$ cat src/rtl/uart_dma_ready_pkg.sv
package uart_dma_ready_pkg;

    typedef enum logic {
        XFER_SINGLE = 1'b0,
        XFER_BURST  = 1'b1
    } xfer_mode_e;

    typedef struct packed {
        logic       fifo_en;
        logic       dma_burst;
        logic [1:0] trig_sel;
    } dma_ctrl_t;

    // Burst style only when FIFOs are on and burst is selected.
    function automatic xfer_mode_e mode_of(input dma_ctrl_t c);
        return (c.fifo_en && c.dma_burst) ? XFER_BURST : XFER_SINGLE;
    endfunction

    // Receive threshold table for the small (16) or large (64) configuration.
    function automatic int unsigned trig_level(input logic [1:0] sel, input bit big);
        int unsigned lvl;
        if (big) begin
            case (sel)
                2'd0:    lvl = 8;
                2'd1:    lvl = 16;
                2'd2:    lvl = 56;
                default: lvl = 60;
            endcase
        end else begin
            case (sel)
                2'd0:    lvl = 1;
                2'd1:    lvl = 4;
                2'd2:    lvl = 8;
                default: lvl = 14;
            endcase
        end
        return lvl;
    endfunction

endpackage

$ cat src/rtl/uart_dma_trig_decode.sv
module uart_dma_trig_decode
    import uart_dma_ready_pkg::*;
#(
    parameter int DEPTH = 16,
    localparam int CW   = $clog2(DEPTH + 1)
) (
    input  logic [1:0]    sel,
    output logic [CW-1:0] level
);
    localparam bit BIG = (DEPTH >= 64);

    always_comb begin
        level = CW'(trig_level(sel, BIG));
    end

    // a decoded level is never zero and never reaches the depth.
    always_comb begin
        assert_level_range_R2: assert (level != '0 && int'(level) < DEPTH);
    end

endmodule

$ cat src/rtl/uart_dma_rx_req.sv
module uart_dma_rx_req
    import uart_dma_ready_pkg::*;
#(
    parameter int CW = 5
) (
    input  logic          clk,
    input  logic          rst,
    input  xfer_mode_e    mode,
    input  logic [CW-1:0] rx_count,
    input  logic [CW-1:0] level,
    input  logic          timeout,
    output logic          req
);
    logic nonempty;
    logic hit;
    logic req_q;
    logic req_d;

    assign nonempty = (rx_count != '0);
    assign hit      = (rx_count == level) || timeout;

    // Single: follow occupancy. Burst: set on trigger/timeout, hold until empty.
    always_comb begin
        if (mode == XFER_BURST) req_d = nonempty && (req_q || hit);
        else                    req_d = nonempty;
    end

    always_ff @(posedge clk) begin
        if (rst) req_q <= 1'b0;
        else     req_q <= req_d;
    end

    assign req = req_q;

    // an empty receive FIFO drops the request on the next edge, any mode.
    assert_empty_release_R8: assert property (@(posedge clk) disable iff (rst)
        (rx_count == '0) |=> !req_q);

    // a burst request with data left is held across the next edge.
    assert_burst_hold_R8: assert property (@(posedge clk) disable iff (rst)
        (mode == XFER_BURST && req_q && rx_count != '0) |=> req_q);

    // the trigger level in burst style raises the request.
    assert_trigger_set_R6: assert property (@(posedge clk) disable iff (rst)
        (mode == XFER_BURST && rx_count == level && rx_count != '0) |=> req_q);

endmodule

$ cat src/rtl/uart_dma_tx_req.sv
module uart_dma_tx_req
    import uart_dma_ready_pkg::*;
#(
    parameter int DEPTH = 16,
    localparam int CW   = $clog2(DEPTH + 1)
) (
    input  logic          clk,
    input  logic          rst,
    input  xfer_mode_e    mode,
    input  logic [CW-1:0] tx_count,
    input  logic [CW-1:0] free_thresh,
    output logic          req
);
    localparam bit BIG = (DEPTH >= 64);
    localparam logic [CW-1:0] FULL = CW'(DEPTH);

    logic empty;
    logic full;
    logic burst_start;
    logic req_q;
    logic req_d;

    assign empty = (tx_count == '0);
    assign full  = (tx_count == FULL);

    generate
        if (BIG) begin : g_free_rule
            logic [CW-1:0] free_slots;
            assign free_slots  = FULL - tx_count;
            assign burst_start = (free_slots > free_thresh);
        end else begin : g_empty_rule
            assign burst_start = empty;
        end
    endgenerate

    // Single: follow emptiness. Burst: set on the start rule, hold until full.
    always_comb begin
        if (mode == XFER_BURST) req_d = !full && (req_q || burst_start);
        else                    req_d = empty;
    end

    always_ff @(posedge clk) begin
        if (rst) req_q <= 1'b0;
        else     req_q <= req_d;
    end

    assign req = req_q;

    // a full transmit FIFO drops the request on the next edge.
    assert_full_release_R9: assert property (@(posedge clk) disable iff (rst)
        full |=> !req_q);

    // single style, an empty FIFO raises the request on the next edge.
    assert_single_empty_R5: assert property (@(posedge clk) disable iff (rst)
        (mode == XFER_SINGLE && empty) |=> req_q);

    // the free-space threshold must stay below the depth.
    always_comb begin
        assert_thresh_range_R10: assert (int'(free_thresh) < DEPTH);
    end

endmodule

$ cat src/rtl/uart_dma_ready.sv
module uart_dma_ready
    import uart_dma_ready_pkg::*;
#(
    parameter int DEPTH = 16,
    localparam int CW   = $clog2(DEPTH + 1)
) (
    input  logic          clk,
    input  logic          rst,
    input  logic          fifo_en,
    input  logic          dma_burst,
    input  logic [1:0]    rx_trig_sel,
    input  logic [CW-1:0] rx_count,
    input  logic [CW-1:0] tx_count,
    input  logic          rx_timeout,
    input  logic [CW-1:0] tx_free_thresh,
    output logic          rx_req_n,
    output logic          tx_req_n,
    output logic [CW-1:0] rx_trig_level
);
    dma_ctrl_t  ctrl;
    xfer_mode_e mode;
    logic       rx_req;
    logic       tx_req;

    assign ctrl = '{fifo_en: fifo_en, dma_burst: dma_burst, trig_sel: rx_trig_sel};
    assign mode = mode_of(ctrl);

    uart_dma_trig_decode #(.DEPTH(DEPTH)) u_decode (
        .sel   (ctrl.trig_sel),
        .level (rx_trig_level)
    );

    uart_dma_rx_req #(.CW(CW)) u_rx (
        .clk      (clk),
        .rst      (rst),
        .mode     (mode),
        .rx_count (rx_count),
        .level    (rx_trig_level),
        .timeout  (rx_timeout),
        .req      (rx_req)
    );

    uart_dma_tx_req #(.DEPTH(DEPTH)) u_tx (
        .clk         (clk),
        .rst         (rst),
        .mode        (mode),
        .tx_count    (tx_count),
        .free_thresh (tx_free_thresh),
        .req         (tx_req)
    );

    assign rx_req_n = ~rx_req;
    assign tx_req_n = ~tx_req;

    // reset leaves both pins inactive after its first edge.
    assert_reset_idle_R1: assert property (@(posedge clk)
        rst |=> (rx_req_n && tx_req_n));

endmodule

$ cat config.mk
export PLATFORM = sky130hd
export DESIGN_NAME = uart_dma_ready
export DESIGN_NICKNAME = d
export VERILOG_FILES = /design/src/rtl/uart_dma_ready_pkg.sv /design/src/rtl/uart_dma_trig_decode.sv /design/src/rtl/uart_dma_rx_req.sv /design/src/rtl/uart_dma_tx_req.sv /design/src/rtl/uart_dma_ready.sv
export SDC_FILE = /design/constraint.sdc
export NUM_CORES = 1
export LEC_CHECK = 0
export BUFFER_PORTS_ARGS = -buffer_cell sky130_fd_sc_hd__buf_4
export CAP_MARGIN = 20
export CORE_AREA = 4 4 41 43
export DETAILED_ROUTE_END_ITERATION = 12
export DIE_AREA = 0 0 45 47
export SLEW_MARGIN = 15
export SYNTH_ARGS = -nofsm -noshare
export SYNTH_HDL_FRONTEND = slang
export SYNTH_SLANG_ARGS = --single-unit
$ cat constraint.sdc
create_clock -name clk -period 1.8 [get_ports clk]
set_input_delay 0.36 -clock clk [delete_from_list [all_inputs] [get_ports clk]]
set_output_delay 0.36 -clock clk [all_outputs]
set_load 0.02 [all_outputs]
==> results.sh <==
export IMPL_ctsResizeCount=0
export IMPL_ys_ff_latch=2
export IMPL_holdWs_ns=0.3063
export IMPL_synth_top_cell_area_share_pct=20.13
export IMPL_overflow=0
export IMPL_avgSynthCellArea_um2=6.417
export IMPL_netlist_area_um2=198.9
export IMPL_die_area_um2=2115
export IMPL_synth_cell_types=18
export IMPL_drt_iter0_markers=1
export IMPL_io_buffers=22
export IMPL_crit_path_end_kind="register"
export IMPL_wl_per_cell_um=9.265
export IMPL_dp_final_hpwl_um=539.7
export IMPL_path_clk_slew_ns=0.03
export IMPL_slowest_delay_ns=0.53
export IMPL_grt_max_degree=8
export IMPL_dr_pass1_iters=3
export IMPL_synthToLayoutAreaGrowth_pct=96.23
export IMPL_netlist_instances=31
export IMPL_max_clock_path_buffers=2
export IMPL_synth_fp_nets=53
export IMPL_cts_htree_levels=1
export IMPL_yosysSeqAreaShare_pct=20.13
export IMPL_fmax_ghz=0.8574
export IMPL_gp_congestion=0.6509
export IMPL_placed_cell_area_um2=367.9
export IMPL_grt_pass1_vias=260
export IMPL_synth_enable_flop_cells=0
export IMPL_period_share_pct=64.80
export IMPL_routed_wl_um=630
export IMPL_drive_gt1_share_pct=49.06
export IMPL_finalSetupViolations=0
export IMPL_timing_final_crit_period_ns=1.166
export IMPL_finClkSkew_ns=0
export IMPL_cts_setup_buffers=0
export IMPL_synthArstFlopShare_pct=0
export IMPL_antennaDiodeCount=0
export IMPL_start_kind="input pin"
export IMPL_finalMaxSlewViolations=0
export IMPL_io_pins=29
export IMPL_final_area_um2=390.4
export IMPL_synth_area_leaders="dfxtp_1, a211oi_1, inv_1, nor2_1, nand2_1"
export IMPL_cts_hold_buf=0
export IMPL_rsz0062_at_grt="false"
export IMPL_fin_nets=77
export IMPL_die_h_um=47
export IMPL_ys_dominant_reg_cell="dfxtp_1"
export IMPL_critPathRequiredTime_ns=1.91
export IMPL_root_buffer="clkbuf_4"
export IMPL_clock_latency_ns=0.22
export IMPL_cts_buffers_inserted=3
export IMPL_start_util_pct=15.29
export IMPL_synth_common_cells="a211oi_1, inv_1, nor2_1, nand2_1"
export IMPL_critPathKind="input pin to register"
export IMPL_crit_fanout=2
export IMPL_n_fill_cell=157
export IMPL_ant_nets=0
export IMPL_viasPerCell=4.279
export IMPL_coreArea_um2=1301
export IMPL_irDropWorstVdd_v=0.0003346
export IMPL_hp_class="input pin to register"
export IMPL_cap_violations=0
export IMPL_p_leak_nw=0.1941
export IMPL_hold_violations=0
export IMPL_p_per_area_nw_per_um2=548.5
export IMPL_rows=13
export IMPL_antenna_found_initial=0
export IMPL_via_count=291
export IMPL_cts_tree="done"
export IMPL_cts_num_sinks=2
export IMPL_ys_warn_count=0
export IMPL_grt_pass1_wl_mm=1.014
export IMPL_critPathSlowestCell="or4_1"
export IMPL_tns_ns=0
export IMPL_synth_largest_area_cell="dfxtp_1"
export IMPL_track_usage_pct=6.703
export IMPL_outcome="complete, no violations"
export IMPL_dieWidth_um=45
export IMPL_drc=0
export IMPL_worstPathArrival_ns=1.27
export IMPL_path_cells="buf_4, or4_1, a41oi_1, nor2_1"
[cells in the final DEF (no fill, tap or decap)]
cell type  count
inv_2          1
nand2_1        3
dfxtp_1        2
buf_4         22
nor3_1         1
a21oi_1        1
or2b_1         1
or4_1          1
a41oi_1        1
nor2_1         4
a211oi_1       4
clkbuf_4       3
conb_1         1
nor2b_1        1
o21bai_1       1
nor4b_1        1
inv_1          4
o221ai_1       1
[layout make-up]
class,count,area [um^2],share of cell area [%]
well taps,15,18.77,4.808
flip-flops and latches,2,40.04,10.26
multi-input cells,21,125.1,32.05
repair buffers,22,165.2,42.31
inverters,5,18.77,4.808
clock buffers,3,22.52,5.769
[worst max-delay path, delay by kind of cell]
kind	cells	cell delay, ns
buf+inv	1	0.10
simple gates	2	0.58
compound gates	1	0.22
[cell families (layout without fill, tap and decap cells)]
kind of cell	after synthesis	in the layout	synth area share, %
AO/OA/AOI/OAI	8	8	30.19
buffers and inverters	8	30	16.98
flip-flops	2	2	20.13
other	1	1	1.885
AND/OR/NAND/NOR	12	12	30.82
[power by group]
group | leakage (nW) | switching [mW] | internal (mW)
Sequential | 0.0165 | 0.000888 | 0.0466
Combinational | 0.164 | 0.0309 | 0.0380
Clock | 0.0138 | 0.0243 | 0.0735
[stage by stage]
| step | setup WS, ns | power, mW | std cells | utilization (%) |
|---|---|---|---|---|
| after floorplan | 0.5361 | 0.07507 | 31 | - |
| after global placement | 0.4008 | 0.1168 | 65 | 28.27 |
| after detailed placement | 0.4059 | 0.1175 | 65 | 28.27 |
| after CTS | 0.6392 | 0.2201 | 68 | 30.00 |
| after global routing | 0.5737 | 0.2349 | 68 | 30.00 |
| final | 0.6337 | 0.2141 | 68 | 30.00 |
[routing by layer]
layer | GRT usage, % | vias up | wire [um]
met1 | 7.466 | 122 | 265
met2 | 9.887 | 20 | 252
li1 | - | 149 | -
met4 | 0 | 0 | 0
met5 | 0 | - | 0
met3 | 6.513 | 0 | 112
[final timing paths]
kind	slack, ns	to	cells after the start	from
setup / recovery	0.63	register	4	tx_count[1]
hold / removal	0.31	register	2	rst
setup reg to reg	1.11	u_rx.req	2	u_rx.req
hold reg to reg	0.53	register	2	register
Note: power is estimated with default switching activity, not from simulation.
